`config.mk`:
```
export PLATFORM = sky130hd
export DESIGN_NAME = seg_mux_ctrl
export DESIGN_NICKNAME = d
export VERILOG_FILES = /design/src/rtl/seg_pkg.sv /design/src/rtl/scan_timer.sv /design/src/rtl/glyph_sel.sv /design/src/rtl/seg_mux_ctrl.sv
export SDC_FILE = /design/constraint.sdc
export NUM_CORES = 1
export LEC_CHECK = 0
export BUFFER_PORTS_ARGS = -buffer_cell sky130_fd_sc_hd__clkbuf_2
export CAP_MARGIN = 20
export CORE_MARGIN = 10
export CORE_UTILIZATION = 50
export DETAILED_ROUTE_END_ITERATION = 6
export PLACE_DENSITY_LB_ADDON = 0.1
export SLEW_MARGIN = 20
export SYNTH_ARGS = -nofsm -noshare
export SYNTH_HDL_FRONTEND = slang
export SYNTH_HIERARCHICAL = 1
export SYNTH_SLANG_ARGS = --single-unit
```
`constraint.sdc`:
```
create_clock -name clk -period 2.3 [get_ports clk]
set_input_delay 0.345 -clock clk [delete_from_list [all_inputs] [get_ports clk]]
set_output_delay 0.345 -clock clk [all_outputs]
set_load 0.05 [all_outputs]
```
`src/rtl/seg_pkg.sv`:
```
package seg_pkg;
  localparam int SEG_W = 7;

  // Hex glyph in a..g order, bit 6 = a.
  function automatic logic [SEG_W-1:0] hex_glyph(input logic [3:0] code);
    logic [SEG_W-1:0] g;
    case (code)
      4'h0: g = 7'h7E;
      4'h1: g = 7'h30;
      4'h2: g = 7'h6D;
      4'h3: g = 7'h79;
      4'h4: g = 7'h33;
      4'h5: g = 7'h5B;
      4'h6: g = 7'h5F;
      4'h7: g = 7'h70;
      4'h8: g = 7'h7F;
      4'h9: g = 7'h7B;
      4'hA: g = 7'h77;
      4'hB: g = 7'h1F;
      4'hC: g = 7'h4E;
      4'hD: g = 7'h3D;
      4'hE: g = 7'h4F;
      default: g = 7'h47;
    endcase
    return g;
  endfunction
endpackage

```
`src/rtl/scan_timer.sv`:
```
module scan_timer #(
  parameter int N_DIGITS    = 4,
  parameter int PRE_DIV     = 243,
  parameter int GUARD_TICKS = 2,
  parameter int PWM_STEPS   = 64,
  localparam int SLOT_TICKS = GUARD_TICKS + PWM_STEPS,
  localparam int PH_W       = $clog2(SLOT_TICKS),
  localparam int DG_W       = $clog2(N_DIGITS),
  localparam int PRE_W      = $clog2(PRE_DIV + 1)
) (
  input  logic            clk,
  input  logic            rst,
  input  logic [DG_W-1:0] scan_limit,
  output logic [PH_W-1:0] phase,
  output logic [DG_W-1:0] digit
);
  localparam logic [PRE_W-1:0] PRE_LAST = PRE_W'(PRE_DIV - 1);
  localparam logic [PH_W-1:0]  PH_LAST  = PH_W'(SLOT_TICKS - 1);
  localparam logic [DG_W-1:0]  DG_LAST  = DG_W'(N_DIGITS - 1);

  logic [PRE_W-1:0] pre_cnt;
  logic             tick;
  logic             wrap_digit;

  assign tick       = (pre_cnt == PRE_LAST);
  assign wrap_digit = (digit >= scan_limit) || (digit == DG_LAST);

  always_ff @(posedge clk) begin
    if (rst) begin
      pre_cnt <= '0;
      phase   <= '0;
      digit   <= '0;
    end else if (tick) begin
      pre_cnt <= '0;
      if (phase == PH_LAST) begin
        phase <= '0;
        digit <= wrap_digit ? '0 : digit + 1'b1;
      end else begin
        phase <= phase + 1'b1;
      end
    end else begin
      pre_cnt <= pre_cnt + 1'b1;
    end
  end

  // a tick inside the slot moves the phase by exactly one
  assert_phase_step_R2: assert property (@(posedge clk) disable iff (rst)
    (tick && phase != PH_LAST) |=> (phase == $past(phase) + 1'b1));

  // leaving the slot of the limit digit returns to digit 0
  assert_scan_wrap_R3: assert property (@(posedge clk) disable iff (rst)
    (tick && phase == PH_LAST && digit >= scan_limit) |=> (digit == '0));

  // no tick means the scan position holds
  assert_hold_R2: assert property (@(posedge clk) disable iff (rst)
    !tick |=> ($stable(phase) && $stable(digit)));
endmodule

```
`src/rtl/glyph_sel.sv`:
```
module glyph_sel
  import seg_pkg::*;
#(
  parameter int N_DIGITS = 4,
  localparam int DG_W    = $clog2(N_DIGITS)
) (
  input  logic [8*N_DIGITS-1:0] digit_regs,
  input  logic [N_DIGITS-1:0]   decode_en,
  input  logic [DG_W-1:0]       digit,
  output logic [SEG_W-1:0]      pattern
);
  logic [SEG_W-1:0] per_digit [N_DIGITS];

  for (genvar k = 0; k < N_DIGITS; k++) begin : g_dig
    logic [7:0] raw;
    assign raw = digit_regs[8*k +: 8];
    assign per_digit[k] = decode_en[k] ? hex_glyph(raw[3:0]) : raw[SEG_W-1:0];
  end

  assign pattern = per_digit[digit];
endmodule

```
`src/rtl/seg_mux_ctrl.sv`:
```
module seg_mux_ctrl
  import seg_pkg::*;
#(
  parameter int N_DIGITS    = 4,
  parameter int PRE_DIV     = 243,
  parameter int GUARD_TICKS = 2,
  parameter int PWM_STEPS   = 64,
  localparam int SLOT_TICKS = GUARD_TICKS + PWM_STEPS,
  localparam int PH_W       = $clog2(SLOT_TICKS),
  localparam int DG_W       = $clog2(N_DIGITS),
  localparam int INT_W      = $clog2(PWM_STEPS)
) (
  input  logic                  clk,
  input  logic                  rst,
  input  logic [8*N_DIGITS-1:0] digit_regs,
  input  logic [2*N_DIGITS-1:0] led_reg,
  input  logic [N_DIGITS-1:0]   decode_en,
  input  logic [INT_W-1:0]      intensity,
  input  logic [DG_W-1:0]       scan_limit,
  input  logic                  disp_test,
  input  logic                  shutdown,
  output logic [N_DIGITS-1:0]   dig_sel,
  output logic [SEG_W-1:0]      seg_ag,
  output logic [1:0]            seg_x
);
  logic [PH_W-1:0]     phase;
  logic [DG_W-1:0]     digit;
  logic [SEG_W-1:0]    pattern;
  logic [PH_W-1:0]     active_step;
  logic                in_window;
  logic                lit;
  logic [N_DIGITS-1:0] sel_n;
  logic [SEG_W-1:0]    ag_n;
  logic [1:0]          x_n;

  scan_timer #(
    .N_DIGITS(N_DIGITS), .PRE_DIV(PRE_DIV),
    .GUARD_TICKS(GUARD_TICKS), .PWM_STEPS(PWM_STEPS)
  ) u_timer (
    .clk(clk), .rst(rst), .scan_limit(scan_limit),
    .phase(phase), .digit(digit)
  );

  glyph_sel #(.N_DIGITS(N_DIGITS)) u_glyph (
    .digit_regs(digit_regs), .decode_en(decode_en),
    .digit(digit), .pattern(pattern)
  );

  assign active_step = phase - PH_W'(GUARD_TICKS);
  assign in_window   = (phase >= PH_W'(GUARD_TICKS));
  assign lit         = in_window && (disp_test || active_step <= PH_W'(intensity));

  always_comb begin
    sel_n = '0;
    ag_n  = '0;
    x_n   = '0;
    if (!shutdown) begin
      sel_n[digit] = 1'b1;
      if (lit) begin
        ag_n = disp_test ? '1 : pattern;
        x_n  = disp_test ? 2'b11
                         : {led_reg[N_DIGITS + int'(digit)], led_reg[int'(digit)]};
      end
    end
  end

  always_ff @(posedge clk) begin
    if (rst) begin
      dig_sel <= '0;
      seg_ag  <= '0;
      seg_x   <= '0;
    end else begin
      dig_sel <= sel_n;
      seg_ag  <= ag_n;
      seg_x   <= x_n;
    end
  end

  // never more than one digit driven
  assert_onehot_sel_R4: assert property (@(posedge clk) disable iff (rst)
    $onehot0(dig_sel));

  // shutdown darkens every output on the next cycle
  assert_shutdown_dark_R11: assert property (@(posedge clk) disable iff (rst)
    shutdown |=> (dig_sel == '0 && seg_ag == '0 && seg_x == '0));

  // guard phase of the timer gives blank segments
  assert_guard_blank_R9: assert property (@(posedge clk) disable iff (rst)
    (phase < PH_W'(GUARD_TICKS)) |=> (seg_ag == '0 && seg_x == '0));

  // test mode inside the active window lights everything
  assert_test_full_R10: assert property (@(posedge clk) disable iff (rst)
    (disp_test && !shutdown && phase >= PH_W'(GUARD_TICKS))
      |=> (seg_ag == '1 && seg_x == 2'b11));
endmodule

```
; ---- Yosys cells after proc, flatten, opt, wreduce, memory -nomap -nowiden
; Memories as Yosys holds them, arrays and structs flattened.
; Cells that the tools add are included.
[totals]
register_bits = 30
romBits = 448
out_inout_bits = 13
word_cells = 54
n_memories = 4
[classes]
add_sub_neg = 5
n_lt_le_gt_ge = 8
eq_ne = 3
n_mux = 18
bitwise_logic = 2
reduce_logical = 8
[mem_list]
columns = name, words, width, read_ports, rd_clocked_by_memory_dff, wr, line
row1 = (name not given), 16, 7, 1, 0, 0, seg_pkg.sv:7  ; case (code)
row2 = (name not given), 16, 7, 1, 0, 0, seg_pkg.sv:7
row3 = (name not given), 16, 7, 1, 0, 0, seg_pkg.sv:7
row4 = (name not given), 16, 7, 1, 0, 0, seg_pkg.sv:7
[op_table]
columns = op, count
row1 = two-way mux 7 bit, 8
row2 = binary-select mux 7 bit (select 2 bit), 1
row3 = "adder 8 x 1 -> 8 bit, second input constant", 1
row4 = "== test 8 bit, second input constant", 1
row5 = "adder 7 x 1 -> 7 bit, second input constant", 1
row6 = "== test 7 bit, second input constant", 1
row7 = "greater-or-equal comparator 7 x 2 -> 1 bit, second input constant", 1
row8 = <= comparator 7 x 6 -> 1 bit, 1
row9 = "subtractor 7 x 2 -> 7 bit, second input constant", 1
row10 = "adder 3 x 2 -> 4 bit, first input constant", 1
row11 = "< comparator 2 x 4 -> 1 bit, second input constant", 1
row12 = "< comparator 4 bit, second input constant", 1
row13 = two-way mux 1 bit, 4
row14 = two-way mux 2 bit, 2
row15 = OR reduction 2 bit, 2
row16 = binary-select mux 1 bit (select 3 bit), 1
row17 = "greater-or-equal comparator 3 bit, second input constant", 1
row18 = "< comparator 2 x 3 -> 1 bit, second input constant", 1
row19 = NOT 2 -> 3 bit, 1
row20 = OR reduction 3 bit, 1
row21 = "adder 2 x 1 -> 2 bit, second input constant", 1
row22 = binary-select mux 1 bit (select 2 bit), 1
row23 = demux 1 bit (select 2 bit), 1
row24 = "== test 2 bit, second input constant", 1
row25 = 6 further kinds, 8

; ---- Depth between registers and ports, before layout
[logic_depth]
word_depth = 6
ltp_mapped = 9
depth_no_buf = 9

; ---- Hierarchy
; The synthesis kept the hierarchy.
[modules_own_cells]
columns = mod, instances, cells_each, area_each_um2, seq_area_each_um2
row1 = glyph_sel, 1, 206, 1438.9, 0.0
row2 = scan_timer, 1, 91, 848.3, 340.3
row3 = seg_mux_ctrl, 1, 75, 732.0, 260.2

; ---- Least setup slack after synthesis
; No wires, ideal clock.
[synth_path]
path_type = register to register
startpoint = register u_timer.phase[2]
endpoint = register seg_ag[0]
setup_time_ps = 147
arrival_time_ps = 2094
t_required_ps = 2153
path_slack_ps = 59
stages_incl_launch_ff = 8
n_path_buf = 0
path_cell_list = dfxtp_1 -> or3_4 -> xnor2_1 -> ha_1 -> and3_1 -> a41o_1 -> a21oi_1 -> nor3_1
[synth_between]
elab_chain_cells = 6
elab_cells_between_ends = 7
classes_between = add/sub (1) / order compare (2) / bitwise (1) / reduce/logical (3)
[synth_lines]
columns = element, line
row1 = start: declaration, scan_timer.sv:14  ; output logic [PH_W-1:0] phase,
row2 = start signal: assignment, scan_timer.sv:39  ; phase <= phase + 1'b1;
row3 = subtractor 7 x 2 -> 7 bit, seg_mux_ctrl.sv:49  ; assign active_step = phase - PH_W'(GUARD_TICKS);
row4 = <= comparator 7 x 6 -> 1 bit, seg_mux_ctrl.sv:51  ; assign lit = in_window && (disp_test || active_step <= PH_W'(intensity));
row5 = logical OR 1 bit, seg_mux_ctrl.sv:51
row6 = logical AND 1 bit *, seg_mux_ctrl.sv:51
row7 = NOT 1 bit (no line) *, n/a
row8 = OR reduction 3 bit (no line) *, n/a
row9 = end signal: assignment, seg_mux_ctrl.sv:74  ; seg_ag <= ag_n;
row10 = end: declaration, seg_mux_ctrl.sv:23  ; output logic [SEG_W-1:0] seg_ag,
; Every way passes the cells marked *; elsewhere a longest branch is shown, timed or not.
; A chain may end at the register's enable or synchronous reset.

; ---- Final worst setup path
[layout_path]
startpoint = register u_timer.phase[1]
endpoint = register seg_ag[2]
; Same word-level chain as after synthesis.

==> impl_metrics.py <==
metrics = {
    "logic_synthesis": {
        "synth_xor_area_share_pct": 4.932,
        "async_flop_share_pct": 0,
        "synth_compound_area_share_pct": 22.38,
        "synth_seq_area_share_pct": 19.89,
        "synth_top_family_by_area": "compound AO/OA/AOI/OAI gates",
        "yosysWarningCount": 6,
        "synthMuxAreaShare_pct": 8.330,
        "ys_ff_latch": 30,
        "synthCells": 372,
        "synth_fa_ha_area_share_pct": 17.41,
        "synthSimpleGateAreaFrac_pct": 19.98,
        "synth_edf_count": 0,
        "synth_cell_types": 65,
        "synthesis.nets": 470,
        "netlist_area_sq_um": 3019,
        "ys.flop_type": "dfxtp_1",
        "syn_area_per_cell_sq_um": 8.116,
    },
    "global_routing": {
        "grt_antenna_before_repair": 0,
        "overflow": 0,
        "grt_pass1_wl_um": 12790,
        "grt_usage_pct": 15.43,
        "grt_max_degree": 18,
        "grt_pass1_vias": 2767,
    },
    "worst_setup_path": {
        "critPathMaxStageDelay_ps": 430,
        "cp.arrival_ps": 2270,
        "worst-path-buf-inv": 1,
        "crit_fanout": 9,
        "cp_cell_sequence": "or3_4 -> xnor2_1 -> ha_1 -> and3_1 -> a41o_1 -> a21oi_1 -> buf_4 -> nor3_1",
        "critical-path-top-delay-family": "simple AND/OR/NAND/NOR gates",
        "worstSetupStartpointType": "register",
        "end_kind": "register",
        "cp_slowest_cell": "or3_4",
        "cp.required_ps": 2470,
        "crit_type": "register to register",
    },
    "layout": {
        "area_delta_synth_final_pct": 17.99,
        "nNetsFinal": 539,
        "multi_input_area_sq_um": 2205,
        "fin_util_pct": 60.52,
        "n_fill_cell": 567,
        "drive_gt1_share_pct": 24.89,
        "regArea_sq_um": 600.6,
        "antenna_cells": 0,
    },
    "placement": {
        "pre_cts_slack_ps": 90.50,
        "hpwl_um": 6137,
        "gp_routability_congestion": 0.8999,
        "port_buffers": 64,
    },
    "flow_run": {
        "drv_cap": 0,
    },
    "die": {
        "die_w_um": 97.71,
        "die_h_um": 97.71,
        "fp.dieArea_sq_um": 9546,
        "start_util_pct": 51.30,
        "rows": 28,
        "core_area_sq_um": 5886,
        "pin_count": 69,
    },
    "sta": {
        "tightestPinTransition_ps": 441.9,
        "finalSetupViolations": 0,
        "finalCritPeriodShare_pct": 90.98,
        "relSlewSlack_pct": 69.78,
        "tns_ps": 0,
        "hold_viol_final": 0,
        "clock_skew_ps": 3.356,
        "timing.final.ws_setup_ps": 207.6,
        "finalCriticalPeriod_ps": 2092,
        "fmax_mhz": 477.9,
        "slew_violations": 0,
        "rsz0062_at_grt": "false",
    },
    "clock_network": {
        "insertion_delay_ps": 280,
        "cts.clk_slew.worst_paths_ps": 60,
        "cts_buffers": 5,
        "cts_setup_buffers": 0,
        "root_buffer": "clkbuf_8",
        "cts_tree": "built",
        "hold_buffers": 0,
        "cts_sinks": 30,
        "ctsResizeCount": 0,
        "cts_buffer_depth": 2,
        "h-tree-depth": 2,
    },
    "routing": {
        "first_pass_iters": 5,
        "routed_wl_um": 7645,
        "drc_errors": 0,
        "post_drt_wl_per_cell_um": 14.79,
        "vias_per_cell": 5.648,
        "num_vias": 2920,
        "drtIter0Drc": 203,
        "antenna_left": 0,
    },
    "power": {
        "leakagePower_nw": 1.595,
        "ir_drop_uv": 247.0,
        "powerDensity_nw_per_um2": 364.7,
    },
    "hold_path": {
        "min_path_type": "input port to register",
    },
    "status": {
        "outcome": "completed",
    },
}
## path summary, 6_finish.rpt
check	start	endpoint	slack [ps]	depth (start not counted)
min reg2reg	u_timer/pre_cnt[0]	u_timer/pre_cnt[0]	510	1
max	u_timer/phase[1]	seg_ag[2]	210	8
max reg2reg	u_timer/phase[1]	seg_ag[2]	210	8
min	shutdown	dig_sel[0]	260	2
## report_power, final
group | total [mW] | switching [mW] | internal (mW)
clock | 0.442 | 0.202 | 0.240
sequential | 0.530 | 0.00509 | 0.525
combinational | 0.327 | 0.181 | 0.146
total | 1.30 | 0.388 | 0.911
## sequential cells by signal, summed over array words and instances, names as in the netlist
name             cells
dig_sel              4
seg_ag               7
seg_x                2
u_timer/digit        2
u_timer/phase        7
u_timer/pre_cnt      8
## per-stage QoR
stage,instance area (sq um),hold WS (ps),total power [mW],cells
after global routing,3562,261.6,1.380,517
after global placement,3467,498.7,0.8598,509
after floorplan,3019,416.7,0.7549,372
after detailed placement,3467,504.7,0.8660,509
after CTS,3562,245.2,1.311,517
final,3562,256.2,1.299,517
## cells in the mapped netlist (2+ instances only)
cell type | number | share of area (%)
o31ai_1 | 5 | 1.2
a21o_1 | 4 | 0.99
o21ai_0 | 9 | 1.5
nand2b_1 | 4 | 0.83
nand3_1 | 8 | 1.3
inv_2 | 4 | 0.50
a21oi_1 | 28 | 4.6
mux2i_1 | 6 | 2.0
o211ai_1 | 2 | 0.50
nor4_1 | 6 | 1.2
nor2_1 | 25 | 3.1
buf_2 | 8 | 1.3
a31oi_1 | 13 | 2.7
nand4_1 | 2 | 0.41
and3_1 | 3 | 0.62
mux4_2 | 5 | 3.7
a211oi_1 | 7 | 1.7
o21ai_1 | 7 | 1.2
o22ai_1 | 3 | 0.62
inv_1 | 28 | 3.5
nor3b_1 | 2 | 0.50
mux2_2 | 3 | 1.1
nand2_1 | 24 | 3.0
a221oi_1 | 4 | 1.2
xor2_1 | 3 | 0.87
nor3_1 | 21 | 3.5
a2111oi_0 | 2 | 0.58
dfxtp_1 | 30 | 20
mux2_1 | 4 | 1.5
ha_1 | 42 | 17
clkbuf_1 | 8 | 0.99
xnor2_1 | 14 | 4.1
nor2b_1 | 6 | 1.2
## layout make-up
class                   instances  share of cell area (%)
flip-flops and latches         30                   16.86
inverters                      32                   3.372
multi-input cells             291                   61.89
well taps                      75                   2.634
clock inverters                 2                  0.3512
repair buffers                 81                   12.57
clock buffers                   6                   2.318
## cells in the final DEF (no fill, tap or decap), types with 9 or more instances in the layout
master / count
inv_1: 28
nand2_1: 24
clkbuf_2: 64
buf_4: 17
dfxtp_1: 30
nor2_1: 25
nor3_1: 21
a21oi_1: 28
a31oi_1: 13
o21ai_0: 9
ha_1: 42
xnor2_1: 14
## cells by family after synthesis
family / count (synthesis)
simple gates: 114
compound gates: 100
buf+inv: 51
fa+ha+maj: 42
flops: 30
mux: 18
xor+xnor: 17
## metal layers
metal	GRT usage (%)	part of all wire (%)
met2	24.27	44
met4	4.139	1.1
met1	20.05	49
met5	0	0
met3	4.481	5.9
(Power assumes the default switching activity.)
